`src/rtl/sp_pkg.sv`:
```
// Package: register addresses, status bit positions and engine state types
// shared by the serial port modules and its checker.
package sp_pkg;
    localparam logic [7:0] A_MODE   = 8'h00;
    localparam logic [7:0] A_STAT   = 8'h10;
    localparam logic [7:0] A_TXDATA = 8'h20;
    localparam logic [7:0] A_RXDATA = 8'h30;
    localparam logic [7:0] A_DIV    = 8'h40;
    localparam logic [7:0] OFS_CLR  = 8'h04;
    localparam logic [7:0] OFS_SET  = 8'h08;

    localparam int B_GLOBAL = 15;
    localparam int B_RXEN   = 12;
    localparam int B_BRK    = 11;
    localparam int B_TXEN   = 10;
    localparam int B_TXFULL = 9;
    localparam int B_TXIDLE = 8;
    localparam int B_OVR    = 1;
    localparam int B_RXAV   = 0;

    typedef enum logic [2:0] {TX_IDLE, TX_START, TX_DATA, TX_STOP, TX_BREAK} tx_state_e;
    typedef enum logic [2:0] {RX_IDLE, RX_START, RX_DATA, RX_STOP, RX_WAITHI} rx_state_e;
endpackage

```
`src/rtl/sp_fifo.sv`:
```
// Module: sp_fifo
// Small synchronous FIFO. The output shows the head word without a read latency.
// Assumes callers do not push when full or pop when empty; such requests are ignored.
// Flush empties the FIFO in one cycle.
module sp_fifo #(
    parameter int DEPTH = 4,
    parameter int W     = 8,
    parameter int LW    = $clog2(DEPTH + 1)
) (
    input  logic          clk,
    input  logic          rst_n,
    input  logic          flush,
    input  logic          push,
    input  logic [W-1:0]  din,
    input  logic          pop,
    output logic [W-1:0]  dout,
    output logic          empty,
    output logic          full,
    output logic [LW-1:0] level
);
    localparam int PW = (DEPTH > 1) ? $clog2(DEPTH) : 1;

    logic [W-1:0]  mem [DEPTH];
    logic [PW-1:0] wptr, rptr;
    logic [LW-1:0] cnt;
    logic          do_push, do_pop;

    assign empty   = (cnt == '0);
    assign full    = (cnt == LW'(DEPTH));
    assign level   = cnt;
    assign do_push = push && !full;
    assign do_pop  = pop && !empty;
    assign dout    = mem[rptr];

    function automatic logic [PW-1:0] nxt(input logic [PW-1:0] p);
        return (p == PW'(DEPTH - 1)) ? '0 : p + PW'(1);
    endfunction

    // Storage write.
    always_ff @(posedge clk) begin
        if (do_push) mem[wptr] <= din;
    end

    // Pointer and occupancy bookkeeping.
    always_ff @(posedge clk) begin
        if (!rst_n || flush) begin
            wptr <= '0;
            rptr <= '0;
            cnt  <= '0;
        end else begin
            if (do_push) wptr <= nxt(wptr);
            if (do_pop)  rptr <= nxt(rptr);
            if (do_push && !do_pop)      cnt <= cnt + LW'(1);
            else if (do_pop && !do_push) cnt <= cnt - LW'(1);
        end
    end
endmodule

```
`src/rtl/sp_tx.sv`:
```
// Module: sp_tx
// Frame transmitter: start bit, 8 data bits LSB first, stop bit, with 16 ticks per bit.
// It can also send a low break lasting 10 bit times. Bits start only on a tick,
// so every bit is exactly 16 ticks long. Assumes 'run' low means hold in idle.
module sp_tx
    import sp_pkg::*;
(
    input  logic       clk,
    input  logic       rst_n,
    input  logic       run,
    input  logic       tick,
    input  logic       tx_en,
    input  logic       brk_req,
    input  logic       fifo_empty,
    input  logic [7:0] fifo_data,
    output logic       fifo_pop,
    output logic       brk_done,
    output logic       busy,
    output logic       txd
);
    tx_state_e  st;
    logic [3:0] sub;
    logic [3:0] bitn;
    logic [7:0] sh;
    logic       txd_q;

    assign txd      = txd_q;
    assign busy     = (st != TX_IDLE);
    assign fifo_pop = run && tick && (st == TX_IDLE) && !brk_req && tx_en && !fifo_empty;
    assign brk_done = run && tick && (st == TX_BREAK) && (sub == 4'd15) && (bitn == 4'd9);

    // Frame sequencing; the line level is registered together with the state.
    always_ff @(posedge clk) begin
        if (!rst_n || !run) begin
            st    <= TX_IDLE;
            sub   <= '0;
            bitn  <= '0;
            sh    <= '0;
            txd_q <= 1'b1;
        end else if (tick) begin
            case (st)
                TX_IDLE: begin
                    sub  <= '0;
                    bitn <= '0;
                    if (brk_req) begin
                        st    <= TX_BREAK;
                        txd_q <= 1'b0;
                    end else if (fifo_pop) begin
                        st    <= TX_START;
                        txd_q <= 1'b0;
                        sh    <= fifo_data;
                    end
                end
                TX_START: begin
                    sub <= sub + 4'd1;
                    if (sub == 4'd15) begin
                        st    <= TX_DATA;
                        txd_q <= sh[0];
                        sh    <= {1'b0, sh[7:1]};
                    end
                end
                TX_DATA: begin
                    sub <= sub + 4'd1;
                    if (sub == 4'd15) begin
                        if (bitn == 4'd7) begin
                            st    <= TX_STOP;
                            txd_q <= 1'b1;
                        end else begin
                            txd_q <= sh[0];
                            sh    <= {1'b0, sh[7:1]};
                            bitn  <= bitn + 4'd1;
                        end
                    end
                end
                TX_STOP: begin
                    sub <= sub + 4'd1;
                    if (sub == 4'd15) st <= TX_IDLE;
                end
                TX_BREAK: begin
                    sub <= sub + 4'd1;
                    if (sub == 4'd15) begin
                        if (bitn == 4'd9) begin
                            st    <= TX_IDLE;
                            txd_q <= 1'b1;
                        end else begin
                            bitn <= bitn + 4'd1;
                        end
                    end
                end
                default: st <= TX_IDLE;
            endcase
        end
    end
endmodule

```
`src/rtl/sp_rx.sv`:
```
// Module: sp_rx
// Oversampling receiver. It synchronises the line, finds a start edge on a tick,
// rechecks the start bit 8 ticks later, samples each bit at its middle and
// emits a one-cycle valid pulse for each good frame. A bad stop bit makes it wait
// for the line to go high again. Assumes 'run' low means hold in idle.
module sp_rx
    import sp_pkg::*;
(
    input  logic       clk,
    input  logic       rst_n,
    input  logic       run,
    input  logic       tick,
    input  logic       rxd,
    output logic       valid,
    output logic [7:0] data
);
    logic       s1, s2;
    rx_state_e  st;
    logic [3:0] sub;
    logic [2:0] bitn;
    logic [7:0] sh;

    assign data = sh;

    // Two-flop synchroniser for the asynchronous line.
    always_ff @(posedge clk) begin
        if (!rst_n) begin
            s1 <= 1'b1;
            s2 <= 1'b1;
        end else begin
            s1 <= rxd;
            s2 <= s1;
        end
    end

    // Frame recovery state machine.
    always_ff @(posedge clk) begin
        if (!rst_n || !run) begin
            st    <= RX_IDLE;
            sub   <= '0;
            bitn  <= '0;
            sh    <= '0;
            valid <= 1'b0;
        end else begin
            valid <= 1'b0;
            if (tick) begin
                case (st)
                    RX_IDLE: begin
                        sub <= '0;
                        if (!s2) st <= RX_START;
                    end
                    RX_START: begin
                        sub <= sub + 4'd1;
                        if (sub == 4'd7 && s2) begin
                            st <= RX_IDLE;
                        end else if (sub == 4'd15) begin
                            st   <= RX_DATA;
                            bitn <= '0;
                        end
                    end
                    RX_DATA: begin
                        sub <= sub + 4'd1;
                        if (sub == 4'd7) sh <= {s2, sh[7:1]};
                        if (sub == 4'd15) begin
                            if (bitn == 3'd7) st <= RX_STOP;
                            bitn <= bitn + 3'd1;
                        end
                    end
                    RX_STOP: begin
                        sub <= sub + 4'd1;
                        if (sub == 4'd7) begin
                            if (s2) begin
                                valid <= 1'b1;
                                st    <= RX_IDLE;
                            end else begin
                                st <= RX_WAITHI;
                            end
                        end
                    end
                    RX_WAITHI: begin
                        if (s2) st <= RX_IDLE;
                    end
                    default: st <= RX_IDLE;
                endcase
            end
        end
    end
endmodule

```
`src/rtl/sp_uart.sv`:
```
// Module: sp_uart (top)
// Register front end, bit-rate prescaler and FIFOs around the serial engines.
// The bus is word-addressed on a byte address and reads are combinational.
// A read strobe on the receive data address pops one byte.
// Assumes one write or read strobe per cycle at most.
module sp_uart
    import sp_pkg::*;
#(
    parameter int FIFO_DEPTH = 4,
    parameter int DIV_W      = 16
) (
    input  logic        clk,
    input  logic        rst_n,
    input  logic [7:0]  bus_addr,
    input  logic        bus_wr,
    input  logic        bus_rd,
    input  logic [15:0] bus_wdata,
    output logic [15:0] bus_rdata,
    output logic        txd,
    input  logic        rxd
);
    localparam int LW = $clog2(FIFO_DEPTH + 1);

    logic             mode_en;
    logic [2:0]       ctl;          // {rx enable, break, tx enable}
    logic             ovr_q;
    logic [DIV_W-1:0] div_q;
    logic [DIV_W-1:0] pre_cnt;
    logic             tick;

    logic wr_mode, wr_mode_clr, wr_mode_set;
    logic wr_stat, wr_stat_clr, wr_stat_set;

    logic [7:0]    tx_head, rx_head, rx_byte;
    logic          tx_empty, tx_full, tx_pop, tx_push, tx_busy, brk_done;
    logic          rx_empty, rx_full, rx_pop, rx_push, rx_valid;
    logic [LW-1:0] tx_level, rx_level;
    logic          tx_empty_flag;

    assign wr_mode     = bus_wr && (bus_addr == A_MODE);
    assign wr_mode_clr = bus_wr && (bus_addr == (A_MODE | OFS_CLR));
    assign wr_mode_set = bus_wr && (bus_addr == (A_MODE | OFS_SET));
    assign wr_stat     = bus_wr && (bus_addr == A_STAT);
    assign wr_stat_clr = bus_wr && (bus_addr == (A_STAT | OFS_CLR));
    assign wr_stat_set = bus_wr && (bus_addr == (A_STAT | OFS_SET));

    assign tx_push       = bus_wr && (bus_addr == A_TXDATA) && mode_en && !tx_full;
    assign rx_pop        = bus_rd && (bus_addr == A_RXDATA) && !rx_empty;
    assign rx_push       = rx_valid && !ovr_q && !rx_full;
    assign tick          = mode_en && (pre_cnt == '0);
    assign tx_empty_flag = tx_empty && !tx_busy;

    // Global enable bit with its set and clear aliases.
    always_ff @(posedge clk) begin
        if (!rst_n)                                mode_en <= 1'b0;
        else if (wr_mode)                          mode_en <= bus_wdata[B_GLOBAL];
        else if (wr_mode_clr && bus_wdata[B_GLOBAL]) mode_en <= 1'b0;
        else if (wr_mode_set && bus_wdata[B_GLOBAL]) mode_en <= 1'b1;
    end

    // Control bits of the status register; the break bit clears itself when done.
    always_ff @(posedge clk) begin
        if (!rst_n) begin
            ctl <= '0;
        end else begin
            if (wr_stat)          ctl <= bus_wdata[B_RXEN:B_TXEN];
            else if (wr_stat_clr) ctl <= ctl & ~bus_wdata[B_RXEN:B_TXEN];
            else if (wr_stat_set) ctl <= ctl | bus_wdata[B_RXEN:B_TXEN];
            if (brk_done) ctl[1] <= 1'b0;
        end
    end

    // Sticky receive overrun; only the clear alias removes it.
    always_ff @(posedge clk) begin
        if (!rst_n)                                  ovr_q <= 1'b0;
        else if (rx_valid && !ovr_q && rx_full)      ovr_q <= 1'b1;
        else if (wr_stat_clr && bus_wdata[B_OVR])    ovr_q <= 1'b0;
    end

    // Divisor register.
    always_ff @(posedge clk) begin
        if (!rst_n)                               div_q <= '0;
        else if (bus_wr && bus_addr == A_DIV)     div_q <= bus_wdata[DIV_W-1:0];
    end

    // Prescaler: one tick every div_q+1 cycles while enabled.
    always_ff @(posedge clk) begin
        if (!rst_n || !mode_en) pre_cnt <= '0;
        else if (pre_cnt == '0) pre_cnt <= div_q;
        else                    pre_cnt <= pre_cnt - DIV_W'(1);
    end

    // Register read multiplexer; aliases read back their base register.
    always_comb begin
        bus_rdata = '0;
        case (bus_addr)
            A_MODE, A_MODE | OFS_CLR, A_MODE | OFS_SET:
                bus_rdata[B_GLOBAL] = mode_en;
            A_STAT, A_STAT | OFS_CLR, A_STAT | OFS_SET: begin
                bus_rdata[B_RXEN:B_TXEN] = ctl;
                bus_rdata[B_TXFULL]      = tx_full;
                bus_rdata[B_TXIDLE]      = tx_empty_flag;
                bus_rdata[B_OVR]         = ovr_q;
                bus_rdata[B_RXAV]        = !rx_empty;
            end
            A_RXDATA: bus_rdata[7:0] = rx_empty ? 8'h00 : rx_head;
            A_DIV:    bus_rdata[DIV_W-1:0] = div_q;
            default:  bus_rdata = '0;
        endcase
    end

    sp_fifo #(.DEPTH(FIFO_DEPTH), .W(8), .LW(LW)) i_txq (
        .clk(clk), .rst_n(rst_n), .flush(!mode_en),
        .push(tx_push), .din(bus_wdata[7:0]), .pop(tx_pop), .dout(tx_head),
        .empty(tx_empty), .full(tx_full), .level(tx_level)
    );

    sp_fifo #(.DEPTH(FIFO_DEPTH), .W(8), .LW(LW)) i_rxq (
        .clk(clk), .rst_n(rst_n), .flush(!mode_en),
        .push(rx_push), .din(rx_byte), .pop(rx_pop), .dout(rx_head),
        .empty(rx_empty), .full(rx_full), .level(rx_level)
    );

    sp_tx i_tx (
        .clk(clk), .rst_n(rst_n), .run(mode_en), .tick(tick),
        .tx_en(ctl[0]), .brk_req(ctl[1]),
        .fifo_empty(tx_empty), .fifo_data(tx_head), .fifo_pop(tx_pop),
        .brk_done(brk_done), .busy(tx_busy), .txd(txd)
    );

    sp_rx i_rx (
        .clk(clk), .rst_n(rst_n), .run(mode_en && ctl[2]), .tick(tick),
        .rxd(rxd), .valid(rx_valid), .data(rx_byte)
    );
endmodule

```
`config.mk`:
```
export PLATFORM = sky130hd
export DESIGN_NAME = sp_uart
export DESIGN_NICKNAME = d
export VERILOG_FILES = /design/src/rtl/sp_pkg.sv /design/src/rtl/sp_fifo.sv /design/src/rtl/sp_tx.sv /design/src/rtl/sp_rx.sv /design/src/rtl/sp_uart.sv
export SDC_FILE = /design/constraint.sdc
export NUM_CORES = 1
export LEC_CHECK = 0
export BUFFER_PORTS_ARGS = -buffer_cell sky130_fd_sc_hd__buf_2
export CELL_PAD_IN_SITES_DETAIL_PLACEMENT = 0
export CELL_PAD_IN_SITES_GLOBAL_PLACEMENT = 2
export CORE_MARGIN = 4
export CORE_UTILIZATION = 42
export CTS_BUF_LIST = sky130_fd_sc_hd__clkbuf_4
export DETAILED_ROUTE_END_ITERATION = 7
export PLACE_DENSITY_LB_ADDON = 0.1
export SYNTH_ARGS = -nofsm -noshare
export SYNTH_HDL_FRONTEND = slang
export SYNTH_HIERARCHICAL = 1
export SYNTH_SLANG_ARGS = --single-unit
```
`constraint.sdc`:
```
create_clock -name clk -period 4.07 [get_ports clk]
set_input_delay 0.6105 -clock clk [delete_from_list [all_inputs] [get_ports clk]]
set_output_delay 0.6105 -clock clk [all_outputs]
set_load 0.02 [all_outputs]
```
==> impl_metrics.csv <==
group,metric,value,unit
floorplanning,start_util,0.4267,
critical_path,crit_required,4.54,ns
timing,holdWs,0.2492,ns
floorplanning,die_w,143.1,um
detailed_routing,drtPass1Iterations,4,
status,status,"finished, final reports clean",
placement,port_buffers,45,
cts,cts_tree,"yes",
yosys,synth_edf_count,64,
detailed_routing,wl_met1,8347,um
timing,finClkSkew,0.01386,ns
cts,ctsHoldBuffers,0,
global_routing,overflow,0,
yosys,synth_xor_area_frac,0.02040,
cells_and_area,final_net_count,782,
yosys,synth_async_sr_flop_share,0,
cts,post_cts_buffers,0,
yosys,ys.flop_type,"dfxtp_1",
power,p_sw_frac,0.2365,
timing,period_needed,3.586,ns
yosys,synth_top_family_by_area,"simple AND/OR/NAND/NOR gates",
yosys,synth_top_area_frac,0.2507,
power,internal_power,2.008,mW
timing,worst_slew_pin_slew,0.8455,ns
critical_path,reg2reg_depth,13,
critical_path,startpoint_type,"flip-flop",
floorplanning,die_h,143.1,um
yosys,synthMuxAreaShare,0.08113,
yosys,syn_inst,694,
critical_path,r2r-end,"i_txq/level[2]",
detailed_routing,dr_wl_met2,8696,um
power,p_clk_frac,0.351,
global_routing,grt_pass1_vias,5436,
cts,cts_buffer_depth,2,
yosys,syn_nets,745,
detailed_routing,post_drt_wl_per_cell,18.17,um
yosys,synth-seq-cells,160,
worst_hold_path,holdPathStages,2,
power,seq_power_share,0.631,
timing,finalHoldViolations,0,
worst_hold_path,hold_path_end,"i_rx/s1",
placement,dp_cells,941,
timing,fmax,0.2788,GHz
critical_path,slowest_delay,0.52,ns
timing,fin_crit_sh,0.8812,
power,p_sw,0.6220,mW
floorplanning,pin_count,46,
yosys,syn_area_per_cell,11.04,um2
global_routing,grt_max_degree,27,
detailed_routing,wl,17700,um
yosys,synth-simple-area-share,0.1879,
detailed_routing,dr.max_layer_used,"met4",
yosys,ys_types,83,
global_routing,antenna_found_initial,1,
timing,setup_viol_count_final,0,
cts,cts_htree_levels,4,
cells_and_area,stdcell_count,974,
power,p_leak,2.783,nW
cells_and_area,utilization,0.4632,
critical_path,r2r_slack,0.48,ns
power,ir_drop,0.2875,mV
cts,cts_inserted_buffers,17,
yosys,seq_area_frac_synth,0.5015,
critical_path,critPathArrivalTime,4.05,ns
cells_and_area,area_growth,8.554,%
yosys,synth_area,0.007665,mm2
job,drv_cap,0,
detailed_routing,wl_met3,508,um
cts,cts_root_buffer,"clkbuf_4",
detailed_routing,antenna_left,0,
worst_hold_path,hold_path.class,"primary input to flip-flop",
placement,dpl_cell_area,0.008051,mm2
placement,dpl.hpwl,12770,um
floorplanning,core_region_area,0.01796,mm2
timing,rsz0062_at_grt,"false",
critical_path,worstSetupEndpointType,"flip-flop",
yosys,synthAdderAreaFrac,0.03787,
yosys,synth_area_leaders,"dfxtp_1, edfxtp_1, mux4_2",
power,pwr-share-comb,0.018,
yosys,synth_compound_area_frac,0.1388,
detailed_routing,drt_first_iter_violations,258,
cells_and_area,drive_above_1_share,0.1734,
yosys,yosys-top-cells-count,"dfxtp_1, nand2_1, edfxtp_1, nor2_1, nor3_1",
global_routing,grt_pass1_wl,29010,um
cts,insertion_delay,0.53,ns
cts,clk_pin_slew_worst_paths,0.14,ns
floorplanning,rows,49,
worst_hold_path,worstHoldStart,"rxd",
cts,clock_sinks,160,
critical_path,reg2reg_from,"pre_cnt[6]",
placement,gp_congestion,0.7613,
detailed_routing,drc,0,
timing,maxSlewHeadroom,0.4347,
yosys,synth.largest_area_cell,"dfxtp_1",
global_routing,grt_usage,0.1822,
critical_path,criticalPathCategory,"flip-flop to flip-flop",
timing,fin_tns_setup,0,ns
floorplanning,dieArea,0.02047,mm2
timing,maxSlewViolCount,0,
detailed_routing,routed_via_density,5.474,
detailed_routing,via_count,5332,
power,power_density,316.0,mW/mm2
cells_and_area,final_area,0.008320,mm2
critical_path,worstPathMaxFanout,18,
critical_path,crit_slowest_cell,"or2_1",
yosys,yosysMostFrequentCell,"dfxtp_1",
yosys,yosys_warnings,6,
critical_path,worstPathCellList,"nor3_4, nand4b_4, or2_1, nor2_1, nand4b_1, nor3_1, o31ai_2, ha_1, inv_1, fa_1, xor2_1, or3_1, a21oi_1",
cts,ctsResizeCount,0,
how the worst max path moves through the flow:
stage | slack, ns | start | to | cells past startpoint
2_1_floorplan | 0.82 | pre_cnt[5] | i_txq/level[2] | 16
3_3_place_gp | 0.67 | pre_cnt[5] | i_txq/level[2] | 13
3_5_place_dp | 0.56 | pre_cnt[5] | i_txq/level[2] | 13
4_1_cts | 0.51 | pre_cnt[6] | i_txq/level[2] | 13
5_1_grt | 0.26 | pre_cnt[6] | i_txq/level[2] | 13
6_report | 0.48 | pre_cnt[6] | i_txq/level[2] | 13
metrics by stage:
step	worst slack, ns	power (mW)
after global routing	0.2631	2.749
final	0.4835	2.630
after floorplan	0.8217	1.711
after CTS	0.5119	2.671
after detailed placement	0.5578	1.743
after global placement	0.6655	1.741
critical path, delay by kind of cell, from the launching register on:
| family | cells | cell delay, ns |
|---|---|---|
| AO/OA/AOI/OAI | 2 | 0.30 |
| XOR/XNOR | 1 | 0.08 |
| adder cells (fa/ha/maj) | 2 | 0.41 |
| buffers and inverters | 1 | 0.07 |
| flip-flops | 1 | 0.37 |
| AND/OR/NAND/NOR | 7 | 2.28 |
cell families (layout without fill, tap and decap cells):
group           count (synthesis)  after routing
xor+xnor                       17             17
fa+ha+maj                      22             22
buf+inv                        55            105
flops                         160            160
other cells                     0              1
mux                            42             42
compound gates                142            142
simple gates                  256            256
registers in the layout, summed over array words and instances, names as in the netlist, named ones only:
register	flops
i_txq/level	3
mode_en	1
i_txq/mem	32
div_q	16
i_rxq/level	3
i_rx/data	8
i_rx/s2	1
i_tx/sub	4
i_rxq/wptr	2
i_tx/bitn	4
i_rxq/mem	32
i_txq/rptr	2
i_rx/valid	1
i_tx/txd	1
i_rxq/rptr	2
i_rx/st	3
i_rx/bitn	3
i_rx/sub	4
pre_cnt	16
i_rx/s1	1
ovr_q	1
i_tx/st	3
i_tx/sh	8
i_txq/wptr	2
cells in the final DEF (no fill, tap or decap), drive strengths merged, types with 18 or more instances in the layout:
master / n
a21oi: 22
buf: 50
clkbuf: 19
dfxtp: 96
edfxtp: 64
ha: 20
inv: 31
mux2i: 25
nand2: 76
nor2: 38
nor3: 30
nor3b: 18
o21ai: 25
per-layer routing:
layer / up-vias / track usage
met5: - / 0
met4: 0 / 0.04302
met3: 8 / 0.03952
met2: 60 / 0.3121
met1: 2612 / 0.2367
li1: 2652 / -
area by class of cell:
cell class                 count  area (um2)
antenna                        1       2.502
fill                        1679        9643
multi-input combinational    479        3572
clock buffer                  19       142.6
tap                          229       286.5
timing repair buffer          50       262.8
clock inverter                13       123.9
sequential                   160        3844
inverter                      23       86.33
power by group through the flow:
| stage | Combinational, mW | Clock (mW) | Sequential (mW) |
|---|---|---|---|
| finish | 0.0463 | 0.923 | 1.66 |
| global route | 0.0508 | 1.04 | 1.66 |
| CTS | 0.0467 | 0.964 | 1.66 |
| detailed placement | 0.0466 | 0 | 1.70 |
| global placement | 0.0454 | 0 | 1.70 |
| floorplan | 0.0151 | 0 | 1.70 |
No activity file was read; power rests on OpenSTA's default activity.
